$ cat config.mk
export PLATFORM = sky130hd
export DESIGN_NAME = ira_parity_encoder
export DESIGN_NICKNAME = d
export VERILOG_FILES = /design/src/rtl/ira_parity_encoder.sv
export SDC_FILE = /design/constraint.sdc
export NUM_CORES = 1
export LEC_CHECK = 0
export BUFFER_PORTS_ARGS = -buffer_cell sky130_fd_sc_hd__buf_2
export CORE_MARGIN = 3
export CORE_UTILIZATION = 45
export DETAILED_ROUTE_END_ITERATION = 7
export PLACE_DENSITY = 0.64
export SETUP_SLACK_MARGIN = 0.02
export SYNTH_ARGS = -nofsm -noshare
export SYNTH_HDL_FRONTEND = slang
export SYNTH_SLANG_ARGS = --single-unit
export TNS_END_PERCENT = 50
$ cat constraint.sdc
create_clock -name clk -period 8.8 [get_ports clk]
set_clock_uncertainty 0.05 [all_clocks]
set_input_delay 1.32 -clock clk [delete_from_list [all_inputs] [get_ports clk]]
set_output_delay 1.32 -clock clk [all_outputs]
set_load 0.05 [all_outputs]
$ cat src/rtl/ira_parity_encoder.sv
module ira_parity_encoder #(
  parameter int N_PAR   = 12,
  parameter int Q_STEP  = 3,
  parameter int GROUP   = 4,
  parameter int K_INFO  = 8,
  parameter int DEG_MAX = 3
) (
  input  logic                                  clk,
  input  logic                                  rst_n,
  input  logic                                  start,
  input  logic                                  in_valid,
  output logic                                  in_ready,
  input  logic                                  in_bit,
  input  logic [$clog2(DEG_MAX+1)-1:0]          in_deg,
  input  logic [DEG_MAX*$clog2(N_PAR)-1:0]      in_base,
  output logic                                  out_valid,
  output logic                                  out_bit,
  output logic [$clog2(N_PAR)-1:0]              out_idx,
  output logic                                  done
);
  localparam int AW = $clog2(N_PAR);
  localparam int DW = $clog2(DEG_MAX+1);
  localparam int MW = (K_INFO > 1) ? $clog2(K_INFO) : 1;
  localparam int GW = (GROUP > 1) ? $clog2(GROUP) : 1;
  localparam logic [AW:0] N_EXT = (AW+1)'(N_PAR);

  typedef enum logic [1:0] {S_IDLE, S_LOAD, S_ACC, S_OUT} state_t;

  state_t            state;
  logic [N_PAR-1:0]  par_q, par_d;
  logic [MW-1:0]     m_q;
  logic [GW-1:0]     grp_q;
  logic [AW-1:0]     off_q, off_nx;
  logic [AW-1:0]     pos_q;
  logic [AW-1:0]     idx_w [DEG_MAX];
  logic              take;
  logic [AW:0]       off_sum;

  assign in_ready  = (state == S_LOAD);
  assign out_valid = (state == S_OUT);
  assign out_idx   = pos_q;
  assign out_bit   = par_q[pos_q];
  assign take      = in_ready && in_valid;

  for (genvar d = 0; d < DEG_MAX; d++) begin : g_idx
    logic [AW:0] sum;
    assign sum      = {1'b0, in_base[d*AW +: AW]} + {1'b0, off_q};
    assign idx_w[d] = (sum >= N_EXT) ? AW'(sum - N_EXT) : sum[AW-1:0];
  end

  always_comb begin
    par_d = par_q;
    for (int d = 0; d < DEG_MAX; d++)
      if (DW'(d) < in_deg) par_d[idx_w[d]] = par_d[idx_w[d]] ^ in_bit;
  end

  assign off_sum = {1'b0, off_q} + (AW+1)'(Q_STEP);
  assign off_nx  = (off_sum >= N_EXT) ? AW'(off_sum - N_EXT) : off_sum[AW-1:0];

  always_ff @(posedge clk) begin
    if (!rst_n) begin
      state <= S_IDLE;
      par_q <= '0;
      m_q   <= '0;
      grp_q <= '0;
      off_q <= '0;
      pos_q <= '0;
      done  <= 1'b0;
    end else begin
      done <= 1'b0;
      if (start) begin
        state <= S_LOAD;
        par_q <= '0;
        m_q   <= '0;
        grp_q <= '0;
        off_q <= '0;
        pos_q <= '0;
      end else begin
        case (state)
          S_LOAD: if (take) begin
            par_q <= par_d;
            if (grp_q == GW'(GROUP-1)) begin
              grp_q <= '0;
              off_q <= '0;
            end else begin
              grp_q <= grp_q + 1'b1;
              off_q <= off_nx;
            end
            if (m_q == MW'(K_INFO-1)) begin
              state <= (N_PAR > 1) ? S_ACC : S_OUT;
              pos_q <= (N_PAR > 1) ? AW'(1) : '0;
            end else begin
              m_q <= m_q + 1'b1;
            end
          end
          S_ACC: begin
            par_q[pos_q] <= par_q[pos_q] ^ par_q[pos_q - AW'(1)];
            if (pos_q == AW'(N_PAR-1)) begin
              state <= S_OUT;
              pos_q <= '0;
            end else begin
              pos_q <= pos_q + 1'b1;
            end
          end
          S_OUT: begin
            if (pos_q == AW'(N_PAR-1)) begin
              state <= S_IDLE;
              done  <= 1'b1;
            end else begin
              pos_q <= pos_q + 1'b1;
            end
          end
          default: ;
        endcase
      end
    end
  end

  assert_offset_bound_R3: assert property (@(posedge clk) disable iff (!rst_n)
    off_q < AW'(N_PAR));

  assert_start_clears_R2: assert property (@(posedge clk) disable iff (!rst_n)
    start |=> (par_q == '0) && in_ready);

  assert_busy_not_ready_R8: assert property (@(posedge clk) disable iff (!rst_n)
    out_valid |-> !in_ready);

  assert_idx_step_R9: assert property (@(posedge clk) disable iff (!rst_n)
    out_valid && !start |=> !out_valid || (out_idx == $past(out_idx) + 1'b1));

  assert_store_frozen_R9: assert property (@(posedge clk) disable iff (!rst_n)
    out_valid && !start |=> $stable(par_q));

  assert_done_pulse_R10: assert property (@(posedge clk) disable iff (!rst_n)
    done |-> $past(out_valid) && ($past(out_idx) == AW'(N_PAR-1)) && !out_valid);

  assert_idle_after_reset_R1: assert property (@(posedge clk) disable iff (!rst_n)
    $rose(rst_n) |-> !in_ready && !out_valid && !done);
endmodule

==> impl_metrics.sql, run 1 <==
INSERT INTO impl_metrics (metric_group, metric, value, unit) VALUES
('run_status', 'run_status', 'finished, final reports clean', ''),
('worst_setup_path', 'cp.required', '8.90', 'ns'),
('finish', 'finish.cell_count_without_fillers', '662', ''),
('clock_tree', 'cts_made_buffers', '3', ''),
('synth', 'post_synth_num_cell_types', '80', ''),
('worst_setup_path', 'critPathKind', 'input port to flop', ''),
('synth', 'synth_seq_cells', '28', ''),
('clock_tree', 'clock_tree_from_tritoncts', 'built', ''),
('finish', 'fraction_of_final_layout_cells_sized_beyond_drive_strength_1', '0.126', ''),
('global_route', 'global_route.usage.total', '0.253', ''),
('worst_hold_path', 'timing.hold.worst.class', 'flop to flop', ''),
('floorplanning', 'die-width', '101', 'um'),
('clock_tree', 'cts-root-to-sink-buffers', '2', ''),
('detailed_routing', 'drt-initial-drc-count', '408', ''),
('place', 'gp_routability_congestion', '0.997', ''),
('clock_tree', 'cts.reportedPaths.clkPinSlew', '0.10', 'ns'),
('worst_hold_path', 'worst_hold_path_cell_count', '2', ''),
('place', 'port_buffer_count', '26', ''),
('clock_tree', 'cts_htree_levels', '1', ''),
('worst_setup_path', 'timing.critical_path.to_type', 'flop', ''),
('timing', 'maxSlewHeadroom', '0.340', ''),
('worst_setup_path', 'critical-path-max-stage-delay', '0.58', 'ns'),
('clock_tree', 'postCtsSetupRepairBufs', '0', ''),
('clock_tree', 'clock_insertion_delay_worst_skew', '0.28', 'ns'),
('global_route', 'initial_antenna_violation_count', '0', ''),
('timing', 'rsz0062_at_grt', 'false', ''),
('worst_setup_path', 'r2r_cells', '16', ''),
('worst_setup_path', 'crit_path_max_fanout', '9', ''),
('detailed_routing', 'wirelength_per_cell', '19.8', 'um'),
('detailed_routing', 'drt_pass1_iterations', '6', ''),
('floorplanning', 'placement_rows', '34', ''),
('timing', 'period_share', '0.701', ''),
('synth', 'mappedNetlistArea', '4090', 'um^2'),
('floorplanning', 'floorplan.die.height', '101', 'um'),
('global_route', 'pin_count_of_the_biggest_net_entering_global_routing', '21', ''),
('worst_setup_path', 'path_cells', 'buf_2 -> ha_1 -> fa_1 -> xnor2_1 -> inv_1 -> ha_1 -> a221o_1 -> o21bai_1 -> o22ai_1 -> o221ai_1 -> nor4b_1 -> o41ai_2 -> o21ai_2 -> or2_2 -> o221ai_1 -> o31ai_1 -> a22oi_1', ''),
('floorplanning', 'core_area', '8760', 'um^2'),
('synth', 'number_of_enable_flip_flop_cells_after_synthesis', '0', ''),
('worst_setup_path', 'critical_path.startpoint_type', 'input port', ''),
('synth', 'synth_seq_area_share', '0.137', ''),
('detailed_routing', 'detail_route.vias_per_cell', '6.65', ''),
('power_and_ir_drop', 'max-vdd-ir-drop', '0.0000798', 'V'),
('synth', 'asyncSetResetFlopFracSynth', '0', ''),
('floorplanning', 'starting_density', '0.467', ''),
('power_and_ir_drop', 'power.leakage', '1.69', 'nW'),
('synth', 'syn_nets', '599', ''),
('power_and_ir_drop', 'cellPowerDensity', '91.1', 'nW/um^2'),
('detailed_routing', 'drc', '0', ''),
('synth', 'ys_warn_count', '0', ''),
('run', 'drv.max_cap_violation_count', '0', ''),
('timing', 'number_of_endpoints_with_negative_hold_slack_in_the_final_report', '0', ''),
('finish', 'antenna_cells', '0', ''),
('finish', 'layout_commonest_cell', 'nor2_1', ''),
('timing', 'worst-slew-pin-transition', '0.984', 'ns'),
('worst_setup_path', 'timing.critical_path.arrival', '6.27', 'ns'),
('synth', 'synth.avg_cell_area', '7.42', 'um^2'),
('worst_setup_path', 'slowest_stage', 'xnor2_1', ''),
('clock_tree', 'cts-hold-fix-buffers', '0', ''),
('synth', 'synth-main-ff-cell', 'dfxtp_1', ''),
('detailed_routing', 'drt_wl_total', '13100', 'um'),
('place', 'numPlacedInstances', '658', ''),
('place', 'detailed_place_hpwl', '10200', 'um'),
('detailed_routing', 'vias', '4402', ''),
('global_route', 'grt.overflow.total', '0', ''),
('clock_tree', 'post_cts_resize_count', '0', ''),
('floorplanning', 'design.die.area', '10300', 'um^2'),
('timing', 'tns', '0', 'ns'),
('synth', 'post_synth_inst_count', '551', ''),
('timing', 'final_period_minus_worst_setup_slack', '6.17', 'ns'),
('finish', 'layout.nets', '603', ''),
('clock_tree', 'clock_tree.root_cell', 'clkbuf_8', ''),
('finish', 'area.growth.synth_to_final', '5.63', '%'),
('timing', 'setup-violations-final', '0', ''),
('finish', 'layout.cells.most_common_list', 'nor2_1, nand2_1, o21ai_0', ''),
('timing', 'clock.fmax', '162', 'MHz'),
('global_route', 'first_global_vias', '4034', ''),
('floorplanning', 'boundary_pin_count', '27', ''),
('global_route', 'grt_pass1_wl', '20800', 'um'),
('detailed_routing', 'final_antenna_net_count', '0', ''),
('clock_tree', 'clock_sink_count', '28', ''),
('timing', 'slew_viol_final', '0', '');
## cell usage after synthesis (6+ instances only)
cell      number  area [um^2]
nand2b_1       7         43.8
nor2b_1        9         56.3
a21oi_1       30          150
o31a_1         8         70.1
a211oi_1      11         82.6
ha_1          26          325
mux4_2         9          203
inv_1         22         82.6
and2_1        11         68.8
nand2_1       48          180
o211ai_1       7         52.6
clkbuf_1      22         82.6
o211a_1        6         60.1
a21o_1         8         60.1
dfxtp_1       28          561
nand3_1       21          105
mux2i_1       11          110
xnor2_1       13          114
or2_2          8         50.1
o21ai_0       31          155
o22ai_1        7         43.8
nor2_1        69          259
nor3_1        20          100
and3_1         8         50.1
## cell type report
class / instances / area, um^2
Inverter: 22 / 82.6
Tap cell: 108 / 135
Clock inverter: 1 / 30.0
Sequential cell: 28 / 561
Fill cell: 896 / 4440
Timing Repair Buffer: 28 / 145
Clock buffer: 3 / 41.3
Multi-Input combinational cell: 472 / 3330
## report_power, final
part           switching [W]  total, W  leakage [nW]  internal (W)
clock network      0.0000440  0.000105        0.0357     0.0000610
registers         0.00000266  0.000131         0.226      0.000128
logic               0.000104  0.000158          1.43     0.0000539
total               0.000151  0.000394          1.69      0.000243
## kinds of logic after synthesis
kind of cell | count (synthesis) | synth area share
flops | 28 | 0.137
mux | 22 | 0.0820
compound gates | 173 | 0.307
buf+inv | 51 | 0.0499
xor+xnor | 18 | 0.0468
fa+ha+maj | 29 | 0.0942
simple gates | 230 | 0.283
## routing by layer
metal  part of all wire  GRT usage  up-vias
met3              0.073     0.0275       22
met4              0.022     0.0634        0
met2               0.45      0.399      223
met5                  0          0        -
met1               0.46      0.370     2078
li1                   -          -     2079
## critical path: cells and delay by family
kind | cells | cell delay (ns)
compound gates | 9 | 2.63
xor+xnor | 1 | 0.58
fa+ha+maj | 3 | 0.87
buf+inv | 2 | 0.29
simple gates | 2 | 0.57
## worst paths after layout
check | to | start | slack [ns]
max | par_q[7] | in_base[4] | 2.63
min | grp_q[1] | grp_q[1] | 0.43
max reg2reg | par_q[7] | off_q[0] | 3.28
min reg2reg | grp_q[1] | grp_q[1] | 0.43
## flip-flops by register name, indices dropped and copies added (netlist names)
register  cells
par_q        12
off_q         4
out_idx       4
m_q           3
grp_q         2
state         2
done          1
## per-stage QoR
step,total power (W),instance area (um^2),util,setup WS [ns],hold slack (ns)
after CTS,0.000392,4320,0.493,2.74,0.426
after global placement,0.000286,4250,0.485,2.44,0.397
after floorplan,0.000247,4090,-,3.43,0.390
final,0.000394,4320,0.493,2.63,0.432
after global routing,0.000414,4320,0.493,2.22,0.464
after detailed placement,0.000286,4250,0.485,2.45,0.411
No activity file was read; power rests on OpenSTA's default activity.
==> inputs of run 2 (changes only) <==
==> constraint.sdc (replaced) <==
create_clock -name clk -period 5.7 [get_ports clk]
set_clock_uncertainty 0.05 [all_clocks]
set_input_delay 0.855 -clock clk [delete_from_list [all_inputs] [get_ports clk]]
set_output_delay 0.855 -clock clk [all_outputs]
set_load 0.05 [all_outputs]
==> run 2 against run 1 <==
Worst setup slack lost 2.2 ns. Design area grew 1.4%. Sequential share of layout area shrank 0.18 points. Routed wire length grew 1.7%. Combinational power grew 59%. Critical path depth grew 1. Sequential power grew 53%. Largest power group unchanged.
==> impl_metrics.sql, run 2 (synthesized netlist as in run 1, its figures left out) <==
INSERT INTO impl_metrics (metric_group, metric, value, unit) VALUES
('floorplanning', 'boundary_pin_count', '27', ''),
('timing', 'slew_viol_final', '0', ''),
('clock_tree', 'cts_htree_levels', '1', ''),
('finish', 'layout.cells.most_common_list', 'nor2_1, nand2_1, o21ai_0', ''),
('detailed_routing', 'drt_pass1_iterations', '5', ''),
('worst_setup_path', 'critical-path-max-stage-delay', '0.58', 'ns'),
('floorplanning', 'core_area', '8760', 'um^2'),
('place', 'gp_routability_congestion', '0.992', ''),
('floorplanning', 'starting_density', '0.467', ''),
('finish', 'largest_register_ffs', '12', ''),
('timing', 'setup-violations-final', '0', ''),
('worst_setup_path', 'path_cells', 'buf_2 -> ha_1 -> a211oi_2 -> o21ba_1 -> or2_1 -> inv_1 -> ha_1 -> a21oi_4 -> a211oi_1 -> a41o_1 -> a221o_4 -> xnor2_2 -> o41ai_2 -> o21ai_2 -> o31ai_1 -> nand2_1 -> o311ai_0 -> a22oi_1', ''),
('detailed_routing', 'drc', '0', ''),
('run', 'drv.max_cap_violation_count', '0', ''),
('finish', 'layout.nets', '611', ''),
('finish', 'largest-register', 'par_q', ''),
('worst_setup_path', 'cp.required', '5.80', 'ns'),
('timing', 'maxSlewHeadroom', '0.359', ''),
('run_status', 'run_status', 'finished, final reports clean', ''),
('finish', 'layout_commonest_cell', 'nor2_1', ''),
('power_and_ir_drop', 'max-vdd-ir-drop', '0.0000947', 'V'),
('timing', 'number_of_endpoints_with_negative_hold_slack_in_the_final_report', '0', ''),
('detailed_routing', 'drt-initial-drc-count', '405', ''),
('timing', 'rsz0062_at_grt', 'false', ''),
('global_route', 'pin_count_of_the_biggest_net_entering_global_routing', '20', ''),
('clock_tree', 'cts-hold-fix-buffers', '0', ''),
('worst_setup_path', 'critical_path.startpoint_type', 'input port', ''),
('place', 'port_buffer_count', '26', ''),
('finish', 'finalInstanceArea', '4380', 'um^2'),
('finish', 'fraction_of_final_layout_cells_sized_beyond_drive_strength_1', '0.139', ''),
('detailed_routing', 'final_antenna_net_count', '0', ''),
('worst_setup_path', 'timing.critical_path.arrival', '5.32', 'ns'),
('global_route', 'grt_pass1_wl', '21500', 'um'),
('timing', 'tns', '0', 'ns'),
('detailed_routing', 'drt_wl_total', '13300', 'um'),
('clock_tree', 'cts_made_buffers', '3', ''),
('place', 'detailed_place_hpwl', '10300', 'um'),
('power_and_ir_drop', 'cellPowerDensity', '142', 'nW/um^2'),
('timing', 'final.hold.worst_slack', '0.441', 'ns'),
('clock_tree', 'clock_sink_count', '28', ''),
('clock_tree', 'cts.reportedPaths.clkPinSlew', '0.11', 'ns'),
('worst_setup_path', 'timing.critical_path.to_type', 'flop', ''),
('detailed_routing', 'wirelength_per_cell', '19.9', 'um'),
('timing', 'final_period_minus_worst_setup_slack', '5.22', 'ns'),
('worst_setup_path', 'crit_path_max_fanout', '10', ''),
('worst_setup_path', 'rrSetupSlack', '0.56', 'ns'),
('floorplanning', 'floorplan.die.height', '101', 'um'),
('worst_setup_path', 'slowest_stage', 'o31ai_1', ''),
('worst_setup_path', 'critical-path-top-cell-by-count', 'ha_1', ''),
('finish', 'fin_util', '0.500', ''),
('clock_tree', 'post_cts_resize_count', '0', ''),
('worst_hold_path', 'timing.hold.worst.class', 'flop to flop', ''),
('floorplanning', 'placement_rows', '34', ''),
('place', 'dpl-instance-area', '4310', 'um^2'),
('finish', 'area.growth.synth_to_final', '7.10', '%'),
('timing', 'period_share', '0.916', ''),
('clock_tree', 'clock_tree.root_cell', 'clkbuf_8', ''),
('clock_tree', 'clock_insertion_delay_worst_skew', '0.29', 'ns'),
('timing', 'clock.fmax', '192', 'MHz'),
('finish', 'antenna_cells', '0', ''),
('worst_hold_path', 'worst_hold_path_cell_count', '2', ''),
('floorplanning', 'die-width', '101', 'um'),
('clock_tree', 'cts-root-to-sink-buffers', '2', ''),
('detailed_routing', 'detail_route.vias_per_cell', '6.65', ''),
('clock_tree', 'clock_tree_from_tritoncts', 'built', ''),
('power_and_ir_drop', 'power.leakage', '1.73', 'nW'),
('worst_setup_path', 'r2r_cells', '17', ''),
('detailed_routing', 'vias', '4453', ''),
('global_route', 'initial_antenna_violation_count', '0', ''),
('global_route', 'first_global_vias', '4137', ''),
('global_route', 'global_route.usage.total', '0.263', ''),
('floorplanning', 'design.die.area', '10300', 'um^2'),
('worst_setup_path', 'critPathKind', 'input port to flop', ''),
('timing', 'worst-slew-pin-transition', '0.954', 'ns'),
('global_route', 'grt.overflow.total', '0', ''),
('clock_tree', 'postCtsSetupRepairBufs', '0', '');
-- run 2: cell types whose count changed in the layout (fill, tap and decap cells not counted), sizes merged --
cell | previous run | this run
buf | 28 | 36
-- run 2: worst paths after layout --
kind | startpoint | endpoint
worst max-delay path | in_base[1] | par_q[7]
worst min-delay path | grp_q[1] | grp_q[1]
worst max register to register | off_q[1] | par_q[7]
worst min register to register | grp_q[1] | grp_q[1]
-- run 2: through the flow --
step | power (W) | std cells | setup WS [ns]
after floorplan | 0.000382 | 551 | 0.797
after global placement | 0.000447 | 666 | 0.375
after detailed placement | 0.000451 | 666 | 0.297
after CTS | 0.000617 | 670 | 0.559
after global routing | 0.000652 | 670 | 0.0891
final | 0.000620 | 670 | 0.479
-- run 2: worst max-delay path, delay by kind of cell --
| kind | cells | cell delay [ns] |
|---|---|---|
| and+or+nand+nor | 2 | 0.40 |
| adders and majority gates | 2 | 0.50 |
| xor gates and xnor gates | 1 | 0.19 |
| buffers and inverters | 2 | 0.16 |
| AOI/OAI and AO/OA | 11 | 3.19 |
-- run 2: metal layers --
layer,vias to the layer above,part of all wire,track usage
li1,2100,-,-
met3,29,0.076,0.0468
met2,195,0.46,0.413
met4,0,0.026,0.0685
met5,-,0,0
met1,2129,0.44,0.371
-- run 2: power breakdown --
group	total [W]	internal (W)	switching, W
combinational	0.000252	0.0000891	0.000163
clock	0.000166	0.0000943	0.0000718
sequential	0.000201	0.000198	0.00000384
-- run 2: area by class of cell --
cell class,instances,area (um^2)
clock buffer,3,41.3
clock inverter,1,30.0
fill,875,4380
inverter,22,82.6
multi-input combinational,472,3330
sequential,28,561
tap,108,135
timing repair buffer,36,205
==> inputs of run 3 (changes only) <==
--- a/config.mk
+++ b/config.mk
@@ -6,6 +6,7 @@
 export NUM_CORES = 1
 export LEC_CHECK = 0
 export BUFFER_PORTS_ARGS = -buffer_cell sky130_fd_sc_hd__buf_2
+export CORE_ASPECT_RATIO = 0.75
 export CORE_MARGIN = 3
 export CORE_UTILIZATION = 45
 export DETAILED_ROUTE_END_ITERATION = 7
==> run 3 against run 2 <==
Largest power group unchanged. Maximum frequency decreased by 0.13%. Non-clock buffer count decreased by 2. Count of clock-buffer cells in the layout unchanged. Worst setup slack got worse by 0.0069 ns. Critical path depth stayed put. Highest routed layer unchanged. Via count increased by 0.76%. First-iteration DRC count grew 24%. Core utilization increased by 1.0 points.
==> impl_metrics.sql, run 3 (synthesized netlist as in run 1, its figures left out) <==
INSERT INTO impl_metrics (metric_group, metric, value, unit) VALUES
('power_and_ir_drop', 'power.sequential.fraction', '0.301', ''),
('floorplanning', 'design.die.area', '10300', 'um^2'),
('clock_tree', 'cts-root-to-sink-buffers', '2', ''),
('worst_hold_path', 'hold_path_end', 'grp_q[1]', ''),
('power_and_ir_drop', 'combinationalPowerShare', '0.376', ''),
('timing', 'setup-violations-final', '0', ''),
('power_and_ir_drop', 'power.leakage', '1.73', 'nW'),
('finish', 'largest_register_ffs', '12', ''),
('timing', 'rsz0062_at_grt', 'false', ''),
('detailed_routing', 'vias', '4487', ''),
('place', 'numPlacedInstances', '664', ''),
('worst_setup_path', 'reg2reg_to', 'par_q[6]', ''),
('finish', 'finish.cell_count_without_fillers', '668', ''),
('power_and_ir_drop', 'internal', '0.000425', 'W'),
('power_and_ir_drop', 'max-vdd-ir-drop', '0.000138', 'V'),
('detailed_routing', 'drc', '0', ''),
('worst_setup_path', 'critical_path.startpoint_type', 'input port', ''),
('global_route', 'grt.overflow.total', '0', ''),
('power_and_ir_drop', 'post-layout-total-power', '0.000670', 'W'),
('timing', 'tns', '0', 'ns'),
('worst_setup_path', 'wp_buf_inv', '2', ''),
('worst_hold_path', 'hold_path_startpoint', 'grp_q[1]', ''),
('place', 'gp_routability_congestion', '0.986', ''),
('timing', 'slew_viol_final', '0', ''),
('timing', 'final.hold.worst_slack', '0.424', 'ns'),
('clock_tree', 'cts-hold-fix-buffers', '0', ''),
('worst_setup_path', 'path_delay_family', 'compound AO/OA/AOI/OAI gates', ''),
('floorplanning', 'core_area', '8640', 'um^2'),
('detailed_routing', 'drt_pass1_iterations', '6', ''),
('global_route', 'pin_count_of_the_biggest_net_entering_global_routing', '27', ''),
('detailed_routing', 'final_antenna_net_count', '0', ''),
('power_and_ir_drop', 'cellPowerDensity', '152', 'nW/um^2'),
('timing', 'maxSlewHeadroom', '0.304', ''),
('power_and_ir_drop', 'total_switching_power', '0.000245', 'W'),
('finish', 'antenna_cells', '0', ''),
('worst_setup_path', 'critPathKind', 'input port to flop', ''),
('worst_setup_path', 'reg2reg_from', 'off_q[0]', ''),
('timing', 'number_of_endpoints_with_negative_hold_slack_in_the_final_report', '0', ''),
('finish', 'layout.cells.most_common_list', 'nor2_1, nand2_1, o21ai_0', ''),
('global_route', 'global_route.usage.total', '0.265', ''),
('worst_hold_path', 'timing.hold.worst.class', 'flop to flop', ''),
('place', 'dpl-instance-area', '4290', 'um^2'),
('worst_setup_path', 'slowest_stage', 'nor3_2', ''),
('detailed_routing', 'wirelength_per_cell', '19.7', 'um'),
('clock_tree', 'clock_sink_count', '28', ''),
('clock_tree', 'postCtsSetupRepairBufs', '0', ''),
('floorplanning', 'starting_density', '0.474', ''),
('global_route', 'grt_pass1_wl', '21700', 'um'),
('floorplanning', 'die-width', '116', 'um'),
('worst_setup_path', 'r2r_cells', '16', ''),
('clock_tree', 'post_cts_resize_count', '0', ''),
('worst_setup_path', 'critical-path-top-cell-by-count', 'ha_1', ''),
('timing', 'clock.fmax', '191', 'MHz'),
('clock_tree', 'cts_htree_levels', '1', ''),
('place', 'port_buffer_count', '26', ''),
('worst_setup_path', 'cp.required', '5.85', 'ns'),
('finish', 'layout.nets', '609', ''),
('worst_setup_path', 'path_cells', 'buf_2 -> ha_1 -> a211oi_2 -> o21ba_1 -> or2_1 -> inv_1 -> ha_1 -> a21oi_4 -> a211oi_1 -> a41o_1 -> a221o_4 -> xnor2_2 -> o41ai_2 -> o21ai_2 -> nor3_2 -> mux2_2 -> o31a_1 -> a31oi_1', ''),
('global_route', 'first_global_vias', '4043', ''),
('worst_setup_path', 'crit_path_max_fanout', '10', ''),
('power_and_ir_drop', 'switching_share', '0.365', ''),
('timing', 'final_period_minus_worst_setup_slack', '5.23', 'ns'),
('worst_hold_path', 'worst_hold_path_cell_count', '2', ''),
('finish', 'area.growth.synth_to_final', '7.68', '%'),
('worst_setup_path', 'timing.critical_path.arrival', '5.38', 'ns'),
('power_and_ir_drop', 'clock_power_share', '0.323', ''),
('run_status', 'run_status', 'finished, final reports clean', ''),
('clock_tree', 'cts_made_buffers', '3', ''),
('clock_tree', 'clock_insertion_delay_worst_skew', '0.27', 'ns'),
('run', 'drv.max_cap_violation_count', '0', ''),
('worst_setup_path', 'critical-path-max-stage-delay', '0.55', 'ns'),
('finish', 'layout_commonest_cell', 'nor2_1', ''),
('clock_tree', 'clock_tree.root_cell', 'clkbuf_16', ''),
('detailed_routing', 'drt_wl_total', '13200', 'um'),
('detailed_routing', 'drt-initial-drc-count', '502', ''),
('floorplanning', 'boundary_pin_count', '27', ''),
('global_route', 'initial_antenna_violation_count', '0', ''),
('place', 'detailed_place_hpwl', '10300', 'um'),
('timing', 'period_share', '0.917', ''),
('finish', 'fraction_of_final_layout_cells_sized_beyond_drive_strength_1', '0.138', ''),
('timing', 'worst-slew-pin-transition', '1.04', 'ns'),
('clock_tree', 'cts.reportedPaths.clkPinSlew', '0.07', 'ns'),
('worst_setup_path', 'timing.critical_path.to_type', 'flop', ''),
('finish', 'largest-register', 'par_q', ''),
('finish', 'finalInstanceArea', '4400', 'um^2'),
('worst_setup_path', 'rrSetupSlack', '0.61', 'ns'),
('clock_tree', 'clock_tree_from_tritoncts', 'built', ''),
('floorplanning', 'placement_rows', '29', ''),
('detailed_routing', 'detail_route.vias_per_cell', '6.72', ''),
('floorplanning', 'floorplan.die.height', '88.6', 'um');
==> run 3: cell types whose count changed in the layout (fill, tap and decap cells not counted) <==
cell	change
buf_4	-2
o31ai_2	+1
clkbuf_8	-3
o31ai_1	-1
clkbuf_16	+3
==> run 3: metrics by stage <==
step                      setup WS (ns)  utilization
final                             0.472        0.510
after CTS                         0.405        0.509
after detailed placement          0.150        0.497
after global placement            0.357        0.497
after floorplan                   0.797            -
after global routing              0.190        0.510
==> run 3: routing by layer <==
metal  vias up  global-route usage  part of all wire
li1       2101                   -                 -
met1      2156               0.421              0.48
met2       216               0.397              0.43
met3        14              0.0294             0.093
met4         0              0.0221            0.0061
met5         -                   0                 0
==> run 3: power by group through the flow <==
stage / Sequential [W] / Clock [W] / Combinational (W)
after CTS: 0.000201 / 0.000221 / 0.000243
after detailed placement: 0.000206 / 0 / 0.000242
final: 0.000201 / 0.000216 / 0.000252
after global placement: 0.000206 / 0 / 0.000239
after floorplan: 0.000204 / 0 / 0.000178
after global routing: 0.000202 / 0.000227 / 0.000274
==> run 3: how the worst max path moves through the flow <==
stage,end,startpoint,cells past startpoint,slack (ns)
after floorplan,par_q[8],in_base[0],17,0.80
after CTS,par_q[7],in_base[1],18,0.41
after global placement,par_q[7],in_base[1],18,0.36
after detailed placement,par_q[7],in_base[1],18,0.15
final,par_q[6],in_base[1],18,0.47
after global routing,par_q[6],in_base[4],17,0.19
==> run 3: layout make-up <==
cell class / count / area [um^2]
fillers: 885 / 4230
multi-input cells: 472 / 3330
flip-flops and latches: 28 / 561
repair buffers: 34 / 190
well taps: 108 / 135
inverters: 22 / 82.6
clock buffers: 3 / 75.1
clock inverters: 1 / 30.0
==> run 3: worst register-to-register path, delay by kind of cell (launching register included) <==
kind	cells	cell delay (ns)
AOI/OAI and AO/OA	8	1.98
adders and majority gates	3	0.94
and+or+nand+nor	1	0.55
DFF	1	0.52
xor gates and xnor gates	2	0.48
muxes	1	0.41
buffers and inverters	1	0.06
